**src/rtl/txdesc_pkg.sv**
```systemverilog
package txdesc_pkg;
  typedef enum logic [1:0] {ST_IDLE, ST_RUN, ST_FCS} eng_state_t;

  // register byte offsets; slot k sits at base + 4*k
  localparam int OFF_STAT = 8'h10;
  localparam int OFF_ADDR = 8'h20;
  localparam int OFF_IRQ  = 8'h3C;

  // control/status word layout
  localparam int LEN_MSB = 12;
  localparam int B_OWN   = 13;
  localparam int B_UNDR  = 14;
  localparam int B_OK    = 15;
  localparam int THR_LSB = 16;
  localparam int THR_MSB = 21;
  localparam int B_ABRT  = 30;

  localparam logic [31:0] STAT_RESET = 32'h0000_2000;
  localparam logic [31:0] STAT_WMASK = 32'h003F_1FFF;

  // interrupt register bits
  localparam int IRQ_OK  = 2;
  localparam int IRQ_ERR = 3;

  localparam int FCS_BYTES = 4;
endpackage

```
**src/rtl/txdesc_fifo.sv**
```systemverilog
module txdesc_fifo #(
  parameter int DW    = 8,
  parameter int DEPTH = 64
) (
  input  logic                       clk,
  input  logic                       rst,
  input  logic                       flush,
  input  logic                       wr_en,
  input  logic [DW-1:0]              wr_data,
  input  logic                       rd_en,
  output logic [DW-1:0]              rd_data,
  output logic [$clog2(DEPTH+1)-1:0] count
);
  localparam int PW = $clog2(DEPTH);
  localparam int CW = $clog2(DEPTH+1);

  logic [DW-1:0] mem [DEPTH];
  logic [PW-1:0] wptr_q, rptr_q;
  logic [CW-1:0] cnt_q;

  // storage and registered read: no reset, so block RAM can be inferred
  always_ff @(posedge clk) begin
    if (wr_en) mem[wptr_q] <= wr_data;
    if (rd_en) rd_data <= mem[rptr_q];
  end

  always_ff @(posedge clk) begin
    if (rst || flush) begin
      wptr_q <= '0;
      rptr_q <= '0;
      cnt_q  <= '0;
    end else begin
      if (wr_en) wptr_q <= wptr_q + 1'b1;
      if (rd_en) rptr_q <= rptr_q + 1'b1;
      cnt_q <= cnt_q + CW'(wr_en) - CW'(rd_en);
    end
  end

  assign count = cnt_q;
endmodule

```
**src/rtl/txdesc_fetch.sv**
```systemverilog
module txdesc_fetch #(
  parameter int ADDR_W = 16,
  parameter int LEN_W  = 13,
  parameter int CNT_W  = 7,
  parameter int DEPTH  = 64
) (
  input  logic              clk,
  input  logic              rst,
  input  logic              start,
  input  logic              stop,
  input  logic [ADDR_W-1:0] base,
  input  logic [LEN_W-1:0]  len,
  input  logic [CNT_W-1:0]  fifo_cnt,
  input  logic              mem_gnt,
  output logic              mem_req,
  output logic [ADDR_W-1:0] mem_addr,
  output logic              wr_valid,
  output logic              done
);
  logic              active_q, inflight_q;
  logic [LEN_W-1:0]  req_cnt_q, wr_cnt_q, len_q;
  logic [ADDR_W-1:0] base_q;
  logic              room, grant;

  // reserve a FIFO entry for the byte already on its way back
  assign room     = ({1'b0, fifo_cnt} + (CNT_W+1)'(inflight_q)) < (CNT_W+1)'(DEPTH);
  assign mem_req  = active_q && (req_cnt_q != len_q) && room;
  assign mem_addr = base_q + ADDR_W'(req_cnt_q);
  assign grant    = mem_req && mem_gnt;
  assign wr_valid = inflight_q;
  assign done     = active_q && (wr_cnt_q == len_q);

  always_ff @(posedge clk) begin
    if (rst) begin
      active_q   <= 1'b0;
      inflight_q <= 1'b0;
      req_cnt_q  <= '0;
      wr_cnt_q   <= '0;
      len_q      <= '0;
      base_q     <= '0;
    end else if (start) begin
      active_q   <= 1'b1;
      inflight_q <= 1'b0;
      req_cnt_q  <= '0;
      wr_cnt_q   <= '0;
      len_q      <= len;
      base_q     <= base;
    end else if (stop) begin
      active_q   <= 1'b0;
      inflight_q <= 1'b0;
    end else begin
      inflight_q <= grant;
      if (grant)      req_cnt_q <= req_cnt_q + 1'b1;
      if (inflight_q) wr_cnt_q  <= wr_cnt_q + 1'b1;
    end
  end
endmodule

```
**src/rtl/txdesc_engine.sv**
```systemverilog
module txdesc_engine
  import txdesc_pkg::*;
#(
  parameter int ADDR_W     = 16,
  parameter int FIFO_DEPTH = 64,
  parameter int N_SLOTS    = 4
) (
  input  logic              clk,
  input  logic              rst,
  input  logic              reg_wr,
  input  logic [7:0]        reg_waddr,
  input  logic [31:0]       reg_wdata,
  input  logic [7:0]        reg_raddr,
  output logic [31:0]       reg_rdata,
  output logic              mem_req,
  output logic [ADDR_W-1:0] mem_addr,
  input  logic              mem_gnt,
  input  logic [7:0]        mem_rdata,
  output logic              tx_valid,
  output logic [7:0]        tx_data,
  output logic              tx_last,
  output logic              tx_abort,
  output logic              irq
);
  localparam int CNT_W  = $clog2(FIFO_DEPTH+1);
  localparam int SLOT_W = (N_SLOTS > 1) ? $clog2(N_SLOTS) : 1;
  localparam int LEN_W  = LEN_MSB + 1;
  localparam int THR_W  = THR_MSB - THR_LSB + 1;
  localparam int FCS_W  = $clog2(FCS_BYTES);

  eng_state_t                  state_q;
  logic [SLOT_W-1:0]           cur_q;
  logic [N_SLOTS-1:0][31:0]    stat_v, addr_v;
  logic [N_SLOTS-1:0]          hit_stat, hit_addr;
  logic                        hit_irq, idle, start;
  logic                        sending_q, pay_vld_q, fcs_vld_q, last_q, abort_q;
  logic                        irq_ok_q, irq_err_q;
  logic [LEN_W-1:0]            pop_cnt_q, len_cur;
  logic [THR_W-1:0]            thr_cur;
  logic [FCS_W-1:0]            fcs_cnt_q;
  logic [15:0]                 thr_bytes, fill16;
  logic [CNT_W-1:0]            fifo_cnt;
  logic [7:0]                  fifo_q;
  logic                        fetch_wr, fetch_done;
  logic                        go, remaining, pop, underrun, pay_end, fcs_end, finish;
  logic [31:0]                 rd_mux, rdata_q;

  // ---------------- register write decode ----------------
  generate
    for (genvar i = 0; i < N_SLOTS; i++) begin : g_dec
      assign hit_stat[i] = reg_wr && (reg_waddr == 8'(OFF_STAT + 4*i));
      assign hit_addr[i] = reg_wr && (reg_waddr == 8'(OFF_ADDR + 4*i));
    end
  endgenerate
  assign hit_irq = reg_wr && (reg_waddr == 8'(OFF_IRQ));
  assign idle    = (state_q == ST_IDLE);
  assign start   = idle && hit_stat[cur_q];

  // ---------------- frame control ----------------
  assign len_cur   = stat_v[cur_q][LEN_MSB:0];
  assign thr_cur   = stat_v[cur_q][THR_MSB:THR_LSB];
  assign thr_bytes = 16'(thr_cur) << 5;
  assign fill16    = 16'(fifo_cnt);

  assign go        = (state_q == ST_RUN) && !sending_q && (fifo_cnt != '0) &&
                     ((fill16 >= thr_bytes) || (fill16 >= 16'(FIFO_DEPTH)) || fetch_done);
  assign remaining = (pop_cnt_q != len_cur);
  assign pop       = (state_q == ST_RUN) && sending_q && remaining && (fifo_cnt != '0);
  assign underrun  = (state_q == ST_RUN) && sending_q && remaining && (fifo_cnt == '0);
  assign pay_end   = pop && (LEN_W'(pop_cnt_q + 1'b1) == len_cur);
  assign fcs_end   = (state_q == ST_FCS) && (fcs_cnt_q == FCS_W'(FCS_BYTES-1));
  assign finish    = fcs_end || underrun;

  txdesc_fetch #(
    .ADDR_W(ADDR_W), .LEN_W(LEN_W), .CNT_W(CNT_W), .DEPTH(FIFO_DEPTH)
  ) u_fetch (
    .clk      (clk),
    .rst      (rst),
    .start    (start),
    .stop     (finish),
    .base     (addr_v[cur_q][ADDR_W-1:0]),
    .len      (reg_wdata[LEN_MSB:0]),
    .fifo_cnt (fifo_cnt),
    .mem_gnt  (mem_gnt),
    .mem_req  (mem_req),
    .mem_addr (mem_addr),
    .wr_valid (fetch_wr),
    .done     (fetch_done)
  );

  txdesc_fifo #(.DW(8), .DEPTH(FIFO_DEPTH)) u_fifo (
    .clk     (clk),
    .rst     (rst),
    .flush   (finish),
    .wr_en   (fetch_wr),
    .wr_data (mem_rdata),
    .rd_en   (pop),
    .rd_data (fifo_q),
    .count   (fifo_cnt)
  );

  always_ff @(posedge clk) begin
    if (rst) begin
      state_q   <= ST_IDLE;
      cur_q     <= '0;
      sending_q <= 1'b0;
      pop_cnt_q <= '0;
      fcs_cnt_q <= '0;
      pay_vld_q <= 1'b0;
      fcs_vld_q <= 1'b0;
      last_q    <= 1'b0;
      abort_q   <= 1'b0;
    end else begin
      pay_vld_q <= pop;
      fcs_vld_q <= (state_q == ST_FCS);
      last_q    <= fcs_end;
      abort_q   <= underrun;
      if (pop) pop_cnt_q <= pop_cnt_q + 1'b1;
      if (go)  sending_q <= 1'b1;
      case (state_q)
        ST_IDLE: if (start) begin
          state_q   <= ST_RUN;
          sending_q <= 1'b0;
          pop_cnt_q <= '0;
        end
        ST_RUN: begin
          if (underrun)     state_q <= ST_IDLE;
          else if (pay_end) begin
            state_q   <= ST_FCS;
            fcs_cnt_q <= '0;
          end
        end
        ST_FCS: begin
          fcs_cnt_q <= fcs_cnt_q + 1'b1;
          if (fcs_end) state_q <= ST_IDLE;
        end
        default: state_q <= ST_IDLE;
      endcase
      if (finish)
        cur_q <= (cur_q == SLOT_W'(N_SLOTS-1)) ? '0 : cur_q + 1'b1;
    end
  end

  // ---------------- per-slot registers ----------------
  generate
    for (genvar i = 0; i < N_SLOTS; i++) begin : g_slot
      logic [31:0] stat_r, addr_r;
      logic        sel;
      assign sel       = (cur_q == SLOT_W'(i));
      assign stat_v[i] = stat_r;
      assign addr_v[i] = addr_r;

      always_ff @(posedge clk) begin
        if (rst) begin
          stat_r <= STAT_RESET;
          addr_r <= '0;
        end else begin
          if (sel && idle && hit_stat[i]) begin
            stat_r <= reg_wdata & STAT_WMASK;
          end else if (sel) begin
            if ((state_q == ST_RUN) && fetch_done) stat_r[B_OWN] <= 1'b1;
            if (fcs_end) stat_r[B_OK] <= 1'b1;
            if (underrun) begin
              stat_r[B_OWN]  <= 1'b1;
              stat_r[B_UNDR] <= 1'b1;
              stat_r[B_ABRT] <= 1'b1;
            end
          end
          if (sel && idle && hit_addr[i]) addr_r <= reg_wdata;
        end
      end
    end
  endgenerate

  // ---------------- interrupt flags ----------------
  always_ff @(posedge clk) begin
    if (rst) begin
      irq_ok_q  <= 1'b0;
      irq_err_q <= 1'b0;
    end else begin
      if (fcs_end)                             irq_ok_q  <= 1'b1;
      else if (hit_irq && reg_wdata[IRQ_OK])   irq_ok_q  <= 1'b0;
      if (underrun)                            irq_err_q <= 1'b1;
      else if (hit_irq && reg_wdata[IRQ_ERR])  irq_err_q <= 1'b0;
    end
  end

  // ---------------- read port ----------------
  always_comb begin
    rd_mux = '0;
    for (int k = 0; k < N_SLOTS; k++) begin
      if (reg_raddr == 8'(OFF_STAT + 4*k)) rd_mux = stat_v[k];
      if (reg_raddr == 8'(OFF_ADDR + 4*k)) rd_mux = addr_v[k];
    end
    if (reg_raddr == 8'(OFF_IRQ)) begin
      rd_mux[IRQ_OK]  = irq_ok_q;
      rd_mux[IRQ_ERR] = irq_err_q;
    end
  end

  always_ff @(posedge clk) begin
    if (rst) rdata_q <= '0;
    else     rdata_q <= rd_mux;
  end

  assign reg_rdata = rdata_q;
  assign tx_valid  = pay_vld_q || fcs_vld_q;
  assign tx_data   = pay_vld_q ? fifo_q : 8'h00;
  assign tx_last   = last_q;
  assign tx_abort  = abort_q;
  assign irq       = irq_ok_q || irq_err_q;
endmodule

```
**config.mk**
```make
export PLATFORM = sky130hd
export DESIGN_NAME = txdesc_engine
export DESIGN_NICKNAME = d
export VERILOG_FILES = /design/src/rtl/txdesc_pkg.sv /design/src/rtl/txdesc_fifo.sv /design/src/rtl/txdesc_fetch.sv /design/src/rtl/txdesc_engine.sv
export SDC_FILE = /design/constraint.sdc
export NUM_CORES = 1
export LEC_CHECK = 0
export ABC_AREA = 1
export ABC_CLOCK_PERIOD_IN_PS = 5300
export BUFFER_PORTS_ARGS = -buffer_cell sky130_fd_sc_hd__buf_2
export CORE_MARGIN = 2
export CORE_UTILIZATION = 60
export CTS_CLUSTER_DIAMETER = 30
export DETAILED_ROUTE_END_ITERATION = 10
export GPL_TIMING_DRIVEN = 1
export PLACE_DENSITY = 0.77
export SYNTH_ARGS = -nofsm -noshare
export SYNTH_HDL_FRONTEND = slang
export SYNTH_HIERARCHICAL = 1
export SYNTH_SLANG_ARGS = --single-unit
```
**constraint.sdc**
```tcl
create_clock -name clk -period 5.3 [get_ports clk]
set_clock_uncertainty 0.05 [all_clocks]
set_input_delay 0.265 -clock clk [delete_from_list [all_inputs] [get_ports clk]]
set_output_delay 0.265 -clock clk [all_outputs]
set_load 0.05 [all_outputs]
```
; ---- Yosys cells after proc, flatten, opt, wreduce, memory -nomap -nowiden
; Memory sizes are Yosys's and may differ from the RTL's. A register that Yosys moved wholly into a read port is not among the register bits.
; Cells that the tools add are included.
[op_classes]
order_cmp = 4
n_bitwise = 1
addsub = 11
n_mux = 52
reduce_logical = 83
n_eq_ne = 33
[op_table]
columns = op, count
row1 = $mux 32, 7
row2 = $bmux 32 s2, 2
row3 = $eq 8x6->1 const B, 10
row4 = $eq 8x5->1 const B, 8
row5 = $add 13x1->13 const B, 3
row6 = $mux 13, 3
row7 = $logic_and 1x1->1, 38
row8 = $mux 31, 1
row9 = $reduce_and 2->1, 14
row10 = $eq 13x13->1, 2
row11 = $ne 13x13->1, 2
row12 = $mux 1, 25
row13 = $mux 22, 1
row14 = $add 16x13->16, 1
row15 = $mux 16, 1
row16 = $mux 2, 8
row17 = $reduce_bool 2->1, 8
row18 = $add 6x1->6 const B, 2
row19 = $reduce_bool 3->1, 4
row20 = $ge 7x11->1, 1
row21 = $reduce_or 2->1, 5
row22 = $add 7x1->8, 1
row23 = $eq 2x2->1 const B, 4
row24 = $lt 8x7->1 const B, 1
row25 = other kinds (21), 32
[word_totals]
register_bits = 350
n_memories = 1
word_cells = 226
mem_bits_rw = 512
out_inout_bits = 61
[mem_list]
columns = memory, depth, width, rd, rd_ports_with_merged_regs, write_ports, line_no
row1 = u_fifo.mem, 64, 8, 1, 1, 1, txdesc_fifo.sv:17  ; logic [DW-1:0] mem [DEPTH];

; ---- Logic depth before layout (Yosys ltp)
[logic_depth]
ltp_word = 10
depth_mapped = 25

; ---- Hierarchy
; Netlist, hierarchy kept.
[modules_own_cells]
columns = mod, area_per_inst_um2, seq_area_each_um2, n_inst, cells_per_inst
row1 = txdesc_fifo, 22894.5, 15995.3, 1, 2130
row2 = txdesc_engine, 12598.3, 5485.3, 1, 1828
row3 = txdesc_fetch, 3435.8, 1141.1, 1, 489

; ---- Least setup slack after synthesis
; No wires, ideal clock.
[synth_timing]
path_type = flip-flop to flip-flop
from = register cur_q[1]
to = register u_fifo.cnt_q[6] (netlist: u_fifo/count[6])
required_time_ps = 5130
stages_incl_launch_ff = 25
n_path_buf = 3
period_less_slack_ps = 3122
t_arrival_ps = 2952
path_slack_ps = 2178
setup_time_ps = 120
path_cell_list = dfxtp_1 -> buf_2 -> inv_2 -> buf_6 -> nand3_1 -> nand2_1 -> nand2_1 -> nand2_1 -> nor2_1 -> nand2_1 -> nor2_1 -> nand2_2 -> nand2_1 -> nor2_2 -> buf_6 -> ha_1 -> inv_1 -> ha_1 -> inv_1 -> fa_1 -> inv_1 -> nand4_1 -> o211ai_1 -> or2_2 -> a21oi_1
[synth_between]
elab_cells_between_ends = 9
classes_between = add/sub (1) / eq/ne (1) / mux (2) / reduce/logical (5)
[synth_lines]
columns = element, line_no
row1 = from (decl), txdesc_engine.sv:32  ; logic [SLOT_W-1:0] cur_q;
row2 = from (signal assigned), txdesc_engine.sv:140  ; cur_q <= (cur_q == SLOT_W'(N_SLOTS-1)) ? '0 : cur_q + 1'b1;
row3 = $bmux 32 s2, txdesc_engine.sv:60  ; assign len_cur = stat_v[cur_q][LEN_MSB:0];
row4 = $mux 22, --
row5 = $ne 13x13->1, txdesc_engine.sv:67  ; assign remaining = (pop_cnt_q != len_cur);
row6 = $logic_and 1x1->1 (2 in a row), txdesc_engine.sv:68  ; assign pop = (state_q == ST_RUN) && sending_q && remaining && (fifo_cnt != '0);
row7 = net pop, txdesc_engine.sv:45  ; logic go, remaining, pop, underrun, pay_end, fcs_end, finish;
row8 = $sub 7x1->7, txdesc_fifo.sv:35  ; cnt_q <= cnt_q + CW'(wr_en) - CW'(rd_en);
row9 = to (signal assigned), txdesc_fifo.sv:35
row10 = to (decl), txdesc_fifo.sv:19  ; logic [CW-1:0] cnt_q;
; The timed path passes the listed nets, and every way through them passes these cells. The select of a mux whose other input is x is not followed.
; A chain may end at the register's enable or synchronous reset.

; ---- Final worst setup path
[layout_timing]
from = register cur_q[0]
to = register u_fifo.wptr_q[2]
[layout_between]
elab_chain_cells = 7
[layout_lines]
columns = element, line_no
row1 = $bmux 32 s2, txdesc_engine.sv:60
row2 = $mux 22, --
row3 = $ne 13x13->1, txdesc_engine.sv:67
row4 = $logic_and 1x1->1 (2 in a row), txdesc_engine.sv:69  ; assign underrun = (state_q == ST_RUN) && sending_q && remaining && (fifo_cnt == '0);
row5 = $logic_or 1x1->1, txdesc_engine.sv:72  ; assign finish = fcs_end || underrun;
row6 = net finish, txdesc_engine.sv:45
row7 = $logic_or 1x1->1, txdesc_fifo.sv:28  ; if (rst || flush) begin
row8 = to (signal assigned), txdesc_fifo.sv:33  ; if (wr_en) wptr_q <= wptr_q + 1'b1;
row9 = to (decl), txdesc_fifo.sv:18  ; logic [PW-1:0] wptr_q, rptr_q;
; The timed path passes the listed nets, and every way through them passes these cells. The select of a mux whose other input is x is not followed.

==> out/results.tsv <==
stage	metric	value	unit
place	port-buffer-count	120	
die	ios	121	
clocking	cts_inserted_buffers	151	
grt	grt_overflow	0	
power	ir_worst_vdd	0.3484	mV
timing	worst_pin_slew	1.299	ns
clocking	clk_path_buf_depth	3	
finish	fillers	4614	
detailed_routing	via_count	32640	
timing	drv_slew	0	
timing	grt_setup_unrepaired	false	
finish	seqCellArea	22630	sq um
power	total_power	0.01727	W
critical_path	cp_top_family	simple AND/OR/NAND/NOR gates	
run	drv_cap	0	
clocking	cts-root-buf	clkbuf_16	
power	power.leakage	18.44	nW
die	chipWidth	258.7	microns
synth	synth.yosys.seq_area_share	58.11	%
critical_path	cp-end-kind	register	
die	row_count	93	
grt	grt_pass1_vias	31030	
clocking	cts_tree	built	
clocking	cts_setup_buffers	0	
clocking	clock_sinks	870	
detailed_routing	dr.first_iter.drc_count	4112	
synth	synthSimpleGateAreaFrac	21.78	%
synth	synth_seq_cells	870	
timing	hold_viol	0	
synth	yosys.area_share.adder	1.131	%
synth	synth-compound-area-share	10.93	%
power	power_density	379.8	nW/um^2
critical_path	worst_path_largest_cell_delay	0.69	ns
synth	syn_nets	4541	
synth	netlist_top_cells_area	edfxtp_1, dfxtp_1, nand2_1	
synth	synthMuxAreaShare	0	%
critical_path	path_buf_inv	2	
finish	nNetsFinal	4663	
critical_path	slowest_stage	inv_2	
synth	synth_top_family_by_area	simple AND/OR/NAND/NOR gates	
die	core	64350	sq um
timing	setup_viol	0	
critical_path	crit_path_start_kind	register	
grt	grt_max_degree	182	
timing	fin_crit	4.074	ns
critical_path	critPathKind	register to register	
timing	slew_headroom	13.29	%
synth	yosysWarnings	6	
critical_path	path_cells	inv_2 > nand2_1 > nand3_1 > nand2_1 > nand2_1 > nand2_1 > nor2_1 > nand2_1 > nor2_1 > nand2_2 > nand3_2 > nand2_1 > nor2_1 > clkinv_1 > nor3_1	
grt	track_usage	32.58	%
finish	area_growth	16.80	%
timing	fmax	0.2455	GHz
detailed_routing	dr.pass1.iters	8	
timing	period_share	76.86	%
detailed_routing	drc	0	
hold_path	hold_path.class	input pin to register	
synth	synth_cells	4447	
clocking	clock_latency	0.75	ns
synth	synth-edff-count	520	
clocking	cts_max_level	4	
detailed_routing	routedWlPerCell	19.88	microns
finish	multi_input_area	13470	sq um
die	start_util	60.50	%
synth	async_reset_ff_share	0	%
place	dp_hpwl	65500	microns
detailed_routing	viasPerCell	5.878	
critical_path	cp_common_cell	nand2_1	
place	gp_congestion	0.9310	
grt	antenna_found_initial	3	
die	fp.dieH	258.7	microns
timing	setup_tns	0	ns
synth	synth_top_cell_by_area	edfxtp_1	
clocking	cts_resized	0	
synth	ys_types	53	
critical_path	cp_max_fo	54	
run_status	outcome	completed	
critical_path	cp.required	5.90	ns
die	dieArea	66930	sq um
detailed_routing	drt-total-wl	110400	microns
synth	synth_top_area_share	40.11	%
synth	synth_ff_type	edfxtp_1	
synth	synthXorXnorAreaFrac	0.6975	%
detailed_routing	antenna_left	0	
grt	grt_pass1_wl	169900	microns
synth	avgSynthCellArea	8.754	sq um
critical_path	worstPathArrival	4.68	ns
synth	syn_area	38930	sq um
finish	drive_above_1_share	10.35	%
clocking	clk_pin_slew	0.05	ns
cell usage in the layout, fill, tap and decap left out, types with 24 or more instances in the layout:
| master | instances |
|---|---|
| ha_1 | 32 |
| xor2_1 | 24 |
| dfxtp_1 | 347 |
| o211ai_1 | 28 |
| clkbuf_16 | 151 |
| a21oi_1 | 309 |
| dlygate4sd3_1 | 33 |
| nand3_1 | 417 |
| nor2_1 | 384 |
| nand2_1 | 1166 |
| edfxtp_1 | 520 |
| buf_2 | 120 |
| inv_1 | 421 |
| o21ai_0 | 340 |
| o22ai_1 | 30 |
| buf_4 | 45 |
registers in the layout, indices dropped and copies added, names as in the netlist, 7 cells and up:
signal and count:
u_fifo/rd_data 8, u_fetch/req_cnt_q 13, reg_rdata 32, g_slot.stat_r 88, pop_cnt_q 13, g_slot.addr_r 128
u_fetch/wr_cnt_q 13, u_fetch/base_q 16, u_fifo/mem 512, u_fetch/len_q 13, u_fifo/count 7
cells by family (layout without fill, tap and decap cells):
logic type,count (synthesis),count (layout)
AO/OA/AOI/OAI,788,788
XOR/XNOR,31,31
adder cells (fa/ha/maj),34,34
buffers and inverters,674,922
flip-flops,870,870
other,0,3
AND/OR/NAND/NOR,2050,2050
stage by stage:
stage | hold slack (ns) | utilization [%] | cell area (sq um) | worst slack [ns] | cells
5_1_grt | 0.08121 | 70.65 | 45460 | 0.8824 | 5550
6_report | 0.04267 | 70.66 | 45470 | 1.226 | 5553
3_5_place_dp | 0.3935 | 61.90 | 39830 | 1.343 | 5238
3_3_place_gp | 0.3861 | 61.90 | 39830 | 1.476 | 5238
4_1_cts | 0.003132 | 70.65 | 45460 | 1.299 | 5550
2_1_floorplan | 0.2841 | - | 38930 | 2.178 | 4447
cell usage after synthesis (2+ instances only):
| master | instances |
|---|---|
| nand2_1 | 1166 |
| edfxtp_1 | 520 |
| inv_1 | 423 |
| nand3_1 | 417 |
| nor2_1 | 388 |
| dfxtp_1 | 350 |
| o21ai_0 | 340 |
| a21oi_1 | 309 |
| clkbuf_1 | 109 |
| buf_2 | 71 |
| ha_1 | 32 |
| o22ai_1 | 30 |
| o211ai_1 | 28 |
| xor2_1 | 24 |
| buf_6 | 23 |
| nor3_1 | 21 |
| a211oi_1 | 16 |
| nand4_1 | 15 |
| buf_1 | 14 |
| buf_4 | 14 |
| inv_2 | 12 |
| o21ai_1 | 12 |
| a221oi_1 | 11 |
| a21oi_2 | 10 |
| o21a_1 | 10 |
| nor2_2 | 7 |
| or2_2 | 7 |
| xnor2_1 | 7 |
| a31oi_1 | 6 |
| clkinv_1 | 6 |
| nand3_2 | 6 |
| nor4_1 | 6 |
| a21o_1 | 4 |
| nor2_4 | 4 |
| o2111ai_1 | 4 |
| nand2_2 | 3 |
| fa_1 | 2 |
| nand3b_1 | 2 |
| nor3_2 | 2 |
| o311ai_0 | 2 |
| o41ai_1 | 2 |
area by class of cell:
cell class / instances / area share [%]
diodes: 3 / 0.01651
clock buffers: 181 / 8.822
inverters: 442 / 3.668
multi-input cells: 2903 / 29.62
flip-flops and latches: 870 / 49.77
repair buffers: 201 / 2.922
well taps: 855 / 2.353
clock inverters: 98 / 2.831
power by group:
| group | internal [W] | switching [W] |
|---|---|---|
| clock network | 0.00626 | 0.00359 |
| registers | 0.00717 | 0.00000119 |
| logic | 0.0000586 | 0.000193 |
| total | 0.0135 | 0.00379 |
path summary, 6_finish.rpt:
kind	from	to	slack (ns)	depth (start not counted)
setup reg to reg	cur_q[0]	u_fifo/wptr_q[2]	1.23	15
hold / removal	reg_wr	irq_ok_q	0.04	6
hold reg to reg	g_slot[0].addr_r[18]	g_slot[0].addr_r[18]	0.40	2
setup / recovery	cur_q[0]	u_fifo/wptr_q[2]	1.23	15
worst register-to-register path: cells and delay by family (launching register included):
kind | cells | cell delay [ns]
buffers and inverters | 2 | 1.12
AND/OR/NAND/NOR | 13 | 2.50
flip-flops | 1 | 0.32
routing by layer:
metal | GRT usage (%) | vias up | share of wire [%]
met5 | 0 | - | 0.024
met4 | 15.04 | 4 | 3.6
met3 | 8.314 | 333 | 11
met2 | 50.96 | 1998 | 46
met1 | 42.85 | 15210 | 39
li1 | - | 15100 | -
repair_timing:
action,4_1_cts,5_1_grt
endpoints found under the hold margin,227,0
hold buffers,33,0
setup endpoints to repair,0,0
Note: power is estimated with default switching activity, not from simulation.
